===== config.mk =====
export PLATFORM = sky130hd
export DESIGN_NAME = dma2_engine
export DESIGN_NICKNAME = d
export VERILOG_FILES = /design/src/rtl/dma2_pkg.sv /design/src/rtl/dma2_chan.sv /design/src/rtl/dma2_irq.sv /design/src/rtl/dma2_engine.sv
export SDC_FILE = /design/constraint.sdc
export NUM_CORES = 1
export LEC_CHECK = 0
export ABC_AREA = 0
export BUFFER_PORTS_ARGS = -buffer_cell sky130_fd_sc_hd__buf_4
export CAP_MARGIN = 40
export CELL_PAD_IN_SITES_DETAIL_PLACEMENT = 0
export CELL_PAD_IN_SITES_GLOBAL_PLACEMENT = 1
export CORE_UTILIZATION = 52
export DETAILED_ROUTE_END_ITERATION = 7
export GPL_ROUTABILITY_DRIVEN = 1
export PLACE_DENSITY_LB_ADDON = 0.05
export SETUP_SLACK_MARGIN = 0.05
export SLEW_MARGIN = 15
export SYNTH_ARGS = -nofsm -noshare
export SYNTH_HDL_FRONTEND = slang
export SYNTH_SLANG_ARGS = --single-unit

===== constraint.sdc =====
create_clock -name clk -period 8.12 [get_ports clk]
set_clock_uncertainty 0.05 [all_clocks]
set_input_delay 0.406 -clock clk [delete_from_list [all_inputs] [get_ports clk]]
set_output_delay 0.406 -clock clk [all_outputs]
set_load 0.05 [all_outputs]

===== src/rtl/dma2_pkg.sv =====
package dma2_pkg;
   localparam logic [7:0] OFS_CFG    = 8'h00;
   localparam logic [7:0] OFS_BASE   = 8'h10;
   localparam logic [7:0] OFS_BCNT   = 8'h18;
   localparam logic [7:0] OFS_CUR    = 8'h20;
   localparam logic [7:0] OFS_CCNT   = 8'h28;
   localparam logic [7:0] OFS_RUN    = 8'h30;
   localparam logic [7:0] OFS_BUFC   = 8'h3C;
   localparam logic [7:0] OFS_MASK   = 8'h40;
   localparam logic [7:0] OFS_FLAG   = 8'h44;
   localparam logic [7:0] OFS_FCLR   = 8'h48;
   // configuration bits retained: 12, 8, 5:4
   localparam logic [31:0] CFG_KEEP  = 32'h0000_1130;
endpackage


===== src/rtl/dma2_chan.sv =====
module dma2_chan
   import dma2_pkg::*;
#(
   parameter int ADDR_W  = 32,
   parameter int CNT_W   = 26,
   parameter int BEAT    = 4,
   parameter int CH_OFS  = 0,
   parameter int BYTES_W = 3
) (
   input  logic               clk,
   input  logic               rst_n,
   input  logic               wr_i,
   input  logic [7:0]         waddr_i,
   input  logic [31:0]        wdata_i,
   input  logic [7:0]         raddr_i,
   input  logic               grant_i,
   output logic               req_o,
   output logic [ADDR_W-1:0]  addr_o,
   output logic [BYTES_W-1:0] bytes_o,
   output logic               done_o,
   output logic               rd_hit_o,
   output logic [31:0]        rd_data_o
);
   localparam logic [7:0] A_CFG  = 8'(OFS_CFG  + CH_OFS);
   localparam logic [7:0] A_BASE = 8'(OFS_BASE + CH_OFS);
   localparam logic [7:0] A_BCNT = 8'(OFS_BCNT + CH_OFS);
   localparam logic [7:0] A_CUR  = 8'(OFS_CUR  + CH_OFS);
   localparam logic [7:0] A_CCNT = 8'(OFS_CCNT + CH_OFS);
   localparam logic [7:0] A_RUN  = 8'(OFS_RUN  + CH_OFS);
   localparam logic [CNT_W-1:0] BEAT_C = CNT_W'(BEAT);

   logic              run_q;
   logic [31:0]       cfg_q;
   logic [ADDR_W-1:0] base_q, cur_q;
   logic [CNT_W-1:0]  bcnt_q, ccnt_q, step;
   logic              halt_w, start_w, prog_ok;

   assign halt_w  = wr_i && (waddr_i == A_RUN) && !wdata_i[0];
   assign start_w = wr_i && (waddr_i == A_RUN) && wdata_i[0] && !run_q;
   assign prog_ok = wr_i && !run_q;

   always_comb step = (ccnt_q < BEAT_C) ? ccnt_q : BEAT_C;

   assign req_o   = run_q && (ccnt_q != '0);
   assign addr_o  = cur_q;
   assign bytes_o = step[BYTES_W-1:0];
   assign done_o  = run_q && (ccnt_q == '0) && !halt_w;

   always_ff @(posedge clk or negedge rst_n) begin
      if (!rst_n) begin
         cfg_q  <= '0;
         base_q <= '0;
         bcnt_q <= '0;
      end else if (prog_ok) begin
         if (waddr_i == A_CFG)  cfg_q  <= wdata_i & CFG_KEEP;
         if (waddr_i == A_BASE) base_q <= wdata_i[ADDR_W-1:0];
         if (waddr_i == A_BCNT) bcnt_q <= wdata_i[CNT_W-1:0];
      end
   end

   always_ff @(posedge clk or negedge rst_n) begin
      if (!rst_n) begin
         run_q  <= 1'b0;
         cur_q  <= '0;
         ccnt_q <= '0;
      end else if (halt_w) begin
         run_q <= 1'b0;
      end else if (start_w) begin
         run_q  <= 1'b1;
         cur_q  <= base_q;
         ccnt_q <= bcnt_q;
      end else if (done_o) begin
         run_q <= 1'b0;
      end else if (req_o && grant_i) begin
         cur_q  <= cur_q + ADDR_W'(step);
         ccnt_q <= ccnt_q - step;
      end
   end

   always_comb begin
      rd_hit_o  = 1'b1;
      rd_data_o = '0;
      case (raddr_i)
         A_CFG:  rd_data_o = cfg_q;
         A_BASE: rd_data_o = 32'(base_q);
         A_BCNT: rd_data_o = 32'(bcnt_q);
         A_CUR:  rd_data_o = 32'(cur_q);
         A_CCNT: rd_data_o = 32'(ccnt_q);
         A_RUN:  rd_data_o = {31'd0, run_q};
         default: rd_hit_o = 1'b0;
      endcase
   end

   AST_SUM_INVARIANT: assert property (@(posedge clk) disable iff (!rst_n)
      run_q |-> (cur_q + ADDR_W'(ccnt_q)) == (base_q + ADDR_W'(bcnt_q)));
   AST_BEAT_FITS: assert property (@(posedge clk) disable iff (!rst_n)
      req_o |-> (bytes_o != '0) && (CNT_W'(bytes_o) <= ccnt_q));
   AST_CNT_FALLS: assert property (@(posedge clk) disable iff (!rst_n)
      (req_o && grant_i && !halt_w) |=> (ccnt_q < $past(ccnt_q)));
   AST_PROG_LOCKED: assert property (@(posedge clk) disable iff (!rst_n)
      run_q |=> $stable(base_q) && $stable(bcnt_q) && $stable(cfg_q));
   AST_HALT_STOPS: assert property (@(posedge clk) disable iff (!rst_n)
      halt_w |=> !run_q && !req_o);
endmodule


===== src/rtl/dma2_irq.sv =====
module dma2_irq #(
   parameter int NCH = 2
) (
   input  logic           clk,
   input  logic           rst_n,
   input  logic           mask_wr_i,
   input  logic           clr_wr_i,
   input  logic [NCH-1:0] wbits_i,
   input  logic [NCH-1:0] done_i,
   output logic [NCH-1:0] mask_o,
   output logic [NCH-1:0] flag_o,
   output logic           irq_o
);
   logic [NCH-1:0] clr_bits;

   assign clr_bits = clr_wr_i ? wbits_i : '0;

   always_ff @(posedge clk or negedge rst_n) begin
      if (!rst_n) begin
         mask_o <= '0;
         flag_o <= '0;
      end else begin
         if (mask_wr_i) mask_o <= wbits_i;
         flag_o <= (flag_o & ~clr_bits) | done_i;
      end
   end

   assign irq_o = |(flag_o & mask_o);

   AST_IRQ_NEEDS_MASK: assert property (@(posedge clk) disable iff (!rst_n)
      irq_o |-> (mask_o != '0));

   for (genvar c = 0; c < NCH; c++) begin : g_flag_chk
      AST_FLAG_STICKY: assert property (@(posedge clk) disable iff (!rst_n)
         (flag_o[c] && !clr_bits[c]) |=> flag_o[c]);
      AST_FLAG_CLEARS: assert property (@(posedge clk) disable iff (!rst_n)
         (clr_bits[c] && !done_i[c]) |=> !flag_o[c]);
   end
endmodule


===== src/rtl/dma2_engine.sv =====
module dma2_engine
   import dma2_pkg::*;
#(
   parameter int NCH       = 2,
   parameter int ADDR_W    = 32,
   parameter int CNT_W     = 26,
   parameter int BEAT      = 4,
   parameter int CH_STRIDE = 4,
   localparam int CH_W     = (NCH > 1) ? $clog2(NCH) : 1,
   localparam int BYTES_W  = $clog2(BEAT + 1)
) (
   input  logic               clk,
   input  logic               rst_n,
   input  logic               reg_wr,
   input  logic [7:0]         reg_addr,
   input  logic [31:0]        reg_wdata,
   output logic [31:0]        reg_rdata,
   output logic               mem_req,
   output logic [CH_W-1:0]    mem_ch,
   output logic [ADDR_W-1:0]  mem_addr,
   output logic [BYTES_W-1:0] mem_bytes,
   input  logic               mem_ack,
   output logic               irq
);
   if (NCH < 1 || NCH > 2) begin : g_bad_nch
      $error("dma2_engine: NCH must be 1 or 2");
   end
   if (ADDR_W > 32 || CNT_W > ADDR_W) begin : g_bad_width
      $error("dma2_engine: need CNT_W <= ADDR_W <= 32");
   end
   if (BEAT < 1 || (BEAT & (BEAT - 1)) != 0) begin : g_bad_beat
      $error("dma2_engine: BEAT must be a power of two");
   end
   if (CH_STRIDE % 4 != 0 || CH_STRIDE >= 8) begin : g_bad_stride
      $error("dma2_engine: CH_STRIDE must be 4 to keep channel windows apart");
   end

   logic [NCH-1:0]     req, grant, done, hit, mask, flag;
   logic [ADDR_W-1:0]  caddr  [NCH];
   logic [BYTES_W-1:0] cbytes [NCH];
   logic [31:0]        crd    [NCH];
   logic [31:0]        bufc_q;

   for (genvar c = 0; c < NCH; c++) begin : g_ch
      dma2_chan #(
         .ADDR_W (ADDR_W),
         .CNT_W  (CNT_W),
         .BEAT   (BEAT),
         .CH_OFS (c * CH_STRIDE),
         .BYTES_W(BYTES_W)
      ) u_chan (
         .clk      (clk),
         .rst_n    (rst_n),
         .wr_i     (reg_wr),
         .waddr_i  (reg_addr),
         .wdata_i  (reg_wdata),
         .raddr_i  (reg_addr),
         .grant_i  (grant[c]),
         .req_o    (req[c]),
         .addr_o   (caddr[c]),
         .bytes_o  (cbytes[c]),
         .done_o   (done[c]),
         .rd_hit_o (hit[c]),
         .rd_data_o(crd[c])
      );
   end

   // fixed priority: lowest channel index wins the shared port
   always_comb begin
      mem_ch    = '0;
      mem_addr  = '0;
      mem_bytes = '0;
      for (int c = NCH - 1; c >= 0; c--) begin
         if (req[c]) begin
            mem_ch    = CH_W'(c);
            mem_addr  = caddr[c];
            mem_bytes = cbytes[c];
         end
      end
      mem_req = |req;
      for (int c = 0; c < NCH; c++) begin
         grant[c] = mem_ack && req[c] && (mem_ch == CH_W'(c));
      end
   end

   dma2_irq #(.NCH(NCH)) u_irq (
      .clk      (clk),
      .rst_n    (rst_n),
      .mask_wr_i(reg_wr && (reg_addr == OFS_MASK)),
      .clr_wr_i (reg_wr && (reg_addr == OFS_FCLR)),
      .wbits_i  (reg_wdata[NCH-1:0]),
      .done_i   (done),
      .mask_o   (mask),
      .flag_o   (flag),
      .irq_o    (irq)
   );

   always_ff @(posedge clk or negedge rst_n) begin
      if (!rst_n)                               bufc_q <= '0;
      else if (reg_wr && reg_addr == OFS_BUFC) bufc_q <= reg_wdata;
   end

   always_comb begin
      reg_rdata = '0;
      for (int c = 0; c < NCH; c++) begin
         if (hit[c]) reg_rdata = reg_rdata | crd[c];
      end
      case (reg_addr)
         OFS_BUFC: reg_rdata = bufc_q;
         OFS_MASK: reg_rdata = 32'(mask);
         OFS_FLAG: reg_rdata = 32'(flag);
         default:  ;
      endcase
   end

   AST_ONE_GRANT: assert property (@(posedge clk) disable iff (!rst_n)
      $onehot0(grant));
   AST_LOW_FIRST: assert property (@(posedge clk) disable iff (!rst_n)
      req[0] |-> (mem_ch == '0) && mem_req);
endmodule


Word level (Yosys, flattened, before mapping). Index checks and enable logic that the tools add are counted.

Register bits: 278. Latch bits: 0. Bits in writable memories: 0. Bits in read-only memories: 0. Input port bits: 44. Output and inout port bits: 70. Word-level logic and storage cells: 131. Memories: 0.

Add/subtract/negate cells: 4. Multipliers: 0. Div/mod/pow operators: 0. Order comparisons: 2. Equality and inequality tests: 17. Shift operators: 0. Multiplexer cells: 34. Bitwise gates (word level): 8. Reduce and logical (&&, ||, !) cells: 51.

Operators by type and width (number): 32-bit case mux with 6 select lines (2); 32-bit 2-to-1 mux (10); 26-bit 2-to-1 mux (8); 32-bit case mux with 3 select lines (1); 32-bit by 26-bit adder with 32-bit output (2); 8-bit by 6-bit equality test with 1-bit output (second input constant) (7); 26-bit zero test (2); 26-bit by 3-bit less-than comparator with 1-bit output (second input constant) (2); 26-bit nonzero test (2); 26-bit subtractor (2); 8-bit by 5-bit equality test with 1-bit output (second input constant) (4); 32-bit bitwise OR (1); 1-bit logical AND (25); 8-bit by 7-bit equality test with 1-bit output (second input constant) (3); 2-bit AND reduction (6); 6-bit OR reduction (2); 1-bit 2-to-1 mux (10); 8-bit by 3-bit equality test with 1-bit output (second input constant) (1); 8-bit zero test (1); 3-bit 2-to-1 mux (2); 3-bit AND reduction (2); 3-bit nonzero test (2); 1-bit zero test (5); 2-bit AND (2); 7 further kinds (12).

Logic depth before layout (Yosys ltp).
Depth in word-level cells: 10. Depth in mapped cells: 16.

Hierarchy. A second synthesis with hierarchy kept.

Cells, all modules: 1844. Area, all modules: 17703.2 um2.

By module, submodules not included: dma2_chan at g_ch[0].u_chan (instances 1, cells an instance 821, area each 7668.6 um2, seq. area each 3027.9 um2); dma2_chan at g_ch[1].u_chan (instances 1, cells an instance 765, area each 7325.8 um2, seq. area each 3027.9 um2); dma2_engine (instances 1, cells an instance 247, area each 2547.4 um2, seq. area each 800.8 um2); dma2_irq (instances 1, cells an instance 11, area each 161.4 um2, seq. area each 100.1 um2).

Worst setup path before layout. OpenSTA, ideal clock, no wires.

Kind: register -> register. Start: register g_ch[0].u_chan.ccnt_q[4]. End: register g_ch[0].u_chan.cur_q[30]. Library setup time: 126 ps. Arrival: 4356 ps. Required time: 7944 ps. Slack: 3588 ps. Cell stages (with the launch flop): 15. Path through: dfrtp_1 > or3_1 > buf_2 > or4_4 > nor4_4 > inv_2 > ha_1 > a21o_1 > a221oi_1 > o211a_1 > nor4_1 > o311a_1 > a221oi_1 > nor2_1 > a311o_1.

Word-level cells in the longest chain between the ends: 8. Elaborated cells on any way between the ends: 19.

RTL lines: from (decl) (RTL line dma2_chan.sv:35) `logic [CNT_W-1:0] bcnt_q, ccnt_q, step;`; from (signal assigned) (RTL line dma2_chan.sv:71) `ccnt_q <= bcnt_q;`; from (signal assigned) (RTL line dma2_chan.sv:76) `ccnt_q <= ccnt_q - step;`; branches (longest 8 deep; another with 32-bit by 26-bit adder with 32-bit output); to (signal assigned) (RTL line dma2_chan.sv:70) `cur_q <= base_q;`; to (signal assigned) (RTL line dma2_chan.sv:75) `cur_q <= cur_q + ADDR_W'(step);`; to (decl) (RTL line dma2_chan.sv:34) `logic [ADDR_W-1:0] base_q, cur_q;`.

Several ways; the timed one is not identified. The select of a mux whose other input is x is not followed. A chain may end at the register's enable or synchronous reset.

Worst setup path in the final report. Ends and elaborated chain as after synthesis.

==> run_results.csv <==
group,metric,value,unit
drt,vias,15600,
yosys,netlist_instances,1803,
sta,slew_headroom,34.3,%
global_routing,antenna_found_initial,0,
worst_setup_path,crit_chain,"or3_1, or4_4, nor4_4, inv_2, ha_1, a21o_1, a221oi_1, o211a_1, nor4_1, o311a_1, a221oi_1, nor2_1, a311o_1",
worst_setup_path,critPathArrivalTime,5610,ps
cts,insertion_delay,510,ps
power_and_ir_drop,leakagePower,9.24,nW
job,drv_cap,0,
sta,final.setup.worst_slack,2850,ps
cts,clockBufferDepth,3,
drt,drcViolationCount,0,
sta,whs,121,ps
power_and_ir_drop,swShare,41.8,%
yosys,synth_mux_area_share,10.9,%
drt,wirelength,59600,µm
sta,hold_viol,0,
cells_and_area,drive_gt1_share,20.0,%
floorplanning,ioPinCount,114,
cts,cts_setup_buffers,0,
cts,clk_pin_slew,60,ps
worst_setup_path,worstSetupPathType,"register to register",
cells_and_area,fin_nets,2017,
floorplanning,die_y,183,µm
worst_setup_path,path_common_cell,"a221oi_1",
placement,gp_congestion,0.987,
sta,timing.final.crit_share,64.8,%
yosys,yosys-top-cells-count,"dfrtp_1 (278), nand2_1 (207), mux2_2 (159)",
global_routing,grt_pass1_wl,90500,µm
worst_setup_path,reg2regPathDepth,13,
yosys,synth-warning-count,0,
worst_setup_path,path_buf_inv,1,
power_and_ir_drop,intPower,0.00341,W
cts,cts_resized,0,
yosys,synth_top_area_cell,"dfrtp_1",
sta,fin_tns_setup,0,ps
cts,numCtsBuffers,34,
placement,io_buffers,113,
power_and_ir_drop,vdd_drop_max,166,µV
yosys,synth_area_per_cell,9.40,µm²
worst_setup_path,critPathLaunchType,"register",
power_and_ir_drop,power.total,0.00586,W
cts,h-tree-depth,2,
sta,report.final.slew_viol_count,0,
global_routing,track_usage,35.9,%
power_and_ir_drop,seqPwrFrac,34.4,%
floorplanning,core,0.0318,mm²
yosys,synth_edf_count,0,
floorplanning,start_util,53.3,%
worst_setup_path,critical_path_depth,13,
cts,cts_tree,"done",
power_and_ir_drop,powerDensity,300,mW/mm²
min_path,whs_path_depth,2,
floorplanning,die_area,0.0333,mm²
worst_setup_path,cp-end-kind,"register",
drt,viasPerCell,6.57,
yosys,synth_cell_types,83,
yosys,ys.flop_type,"dfrtp_1",
sta,max_slew.worst_pin.slew,985,ps
cts,clock-sinks,278,
yosys,ys_seq_area_share,41.0,%
floorplanning,die_w,183,µm
cells_and_area,antenna_cells,0,
worst_setup_path,slowest_delay,640,ps
global_routing,grt_max_degree,164,
power_and_ir_drop,p_comb_share,39.5,%
sta,timing.final.crit_period,5270,ps
sta,rsz0062_at_grt,"false",
yosys,synth_simple_gate_area_share,15.7,%
yosys,yosys.area_share.xor_xnor,1.76,%
drt,drtIter0Drc,1871,
drt,drt_pass1_iterations,6,
yosys,synth_area,0.0170,mm²
worst_setup_path,path_delay_family,"compound AO/OA/AOI/OAI gates",
cts,root_buffer,"clkbuf_16",
yosys,synthArstFlopShare,100,%
placement,dp_hpwl,42800,µm
yosys,synth_top_family_by_area,"compound AO/OA/AOI/OAI gates",
outcome,status,"finished, final reports clean",
min_path,min_path_type,"input pin to register",
worst_setup_path,path_max_fanout,7,
power_and_ir_drop,p_clk_share,26.2,%
cts,hold_buffers,1,
placement,place_ws,2910,ps
yosys,synth_area_leaders,"dfrtp_1 (41%), mux2_2 (11%), nand2_1 (4.6%)",
drt,antenna_left,0,
worst_setup_path,critical_path.slowest_cell,"a221oi_1",
sta,setup_viol,0,
yosys,yosysTopAreaCellShare,41.0,%
cells_and_area,area_growth,15.1,%
yosys,synth_adder_area_share,4.22,%
floorplanning,rows,65,
drt,wl_per_cell,25.1,µm
sta,clock.fmax,190,MHz
cells_and_area,finish.utilization,61.3,%
yosys,synth-seq-cells,278,
power_and_ir_drop,p_switching,0.00245,W
worst_setup_path,crit_required,8470,ps
yosys,yosysMostFrequentCell,"dfrtp_1",
yosys,synth_compound_area_share,23.1,%
global_routing,gr-total-overflow,0,
global_routing,grt_pass1_vias,14800,
-- cell type report --
type / count / area, µm²
clock buffers: 51 / 1070
fillers: 2785 / 12300
inverters: 25 / 93.8
well taps: 435 / 544
flip-flops and latches: 278 / 6960
clock inverters: 8 / 65.1
repair buffers: 144 / 1100
multi-input cells: 1434 / 9680
-- kinds of logic after synthesis --
kind of cell | count (synthesis)
buffers and inverters | 137
other | 2
multiplexers | 164
adder cells (fa/ha/maj) | 56
AND/OR/NAND/NOR | 565
AO/OA/AOI/OAI | 567
XOR/XNOR | 34
flip-flops | 278
-- per-stage QoR --
step / cells / instance area [µm²]
final: 2375 / 19500
after global routing: 2375 / 19500
after CTS: 2375 / 19500
after detailed placement: 2315 / 18400
after global placement: 2313 / 18400
after floorplan: 1849 / 17100
-- layer usage --
| layer | track usage (%) | vias to the layer above | routed length [µm] |
|---|---|---|---|
| met3 | 8.46 | 95 | 6320 |
| met1 | 53.3 | 7690 | 26400 |
| li1 | - | 7042 | - |
| met2 | 52.5 | 772 | 25400 |
| met5 | 0 | - | 0 |
| met4 | 9.24 | 0 | 1550 |
-- path summary, 6_finish.rpt --
path	from	endpoint	slack, ps
min in group asynchronous	rst_n	g_ch[0].u_chan.cfg_q[4]	480
worst min register to register	bufc_q[31]	bufc_q[31]	460
worst min-delay path	reg_wdata[30]	g_ch[0].u_chan.base_q[30]	120
max in group asynchronous	rst_n	g_ch[1].u_chan.bcnt_q[9]	6110
worst max register to register	g_ch[0].u_chan.ccnt_q[4]	g_ch[0].u_chan.addr_o[30]	2850
worst max-delay path	g_ch[0].u_chan.ccnt_q[4]	g_ch[0].u_chan.addr_o[30]	2850
-- cells in the final DEF (no fill, tap or decap), types with 26 or more instances in the layout --
master     netlist  layout
nand3_1        100     100
a222oi_1        26      26
nand2_1        207     207
conb_1           2      48
nor2_1         109     100
a22o_1          41      41
a21oi_1        112     111
ha_1            54      54
o21ai_0        112     112
nor3_1          42      42
a21o_1          33      33
a22oi_1         69      69
buf_4            1     139
a221oi_1        35      35
clkbuf_16        0      37
dfrtp_1        278     278
mux2_2         159     159
-- state kept, by name (all words and copies together), names as in the netlist --
register,cells
g_ch.u_chan.base_q,64
u_irq.mask_o,2
bufc_q,32
g_ch.u_chan.run_q,2
g_ch.u_chan.addr_o,64
u_irq.flag_o,2
g_ch.u_chan.cfg_q,8
g_ch.u_chan.bcnt_q,52
g_ch.u_chan.ccnt_q,52
-- power groups by stage --
stage	registers [W]	logic (W)	clock network, W
2_1_floorplan	0.00180	0.00179	0
3_3_place_gp	0.00200	0.00222	0
3_5_place_dp	0.00201	0.00224	0
4_1_cts	0.00199	0.00225	0.00155
5_1_grt	0.00204	0.00257	0.00160
6_report	0.00201	0.00231	0.00153
-- worst reg2reg max path, delay by kind of cell (launching register included) --
| kind | cells | cell delay [ps] |
|---|---|---|
| DFF | 1 | 420 |
| and+or+nand+nor | 5 | 1810 |
| adders and majority gates | 1 | 370 |
| buffers and inverters | 1 | 210 |
| AOI/OAI and AO/OA | 6 | 2290 |
(Power assumes the default switching activity.)
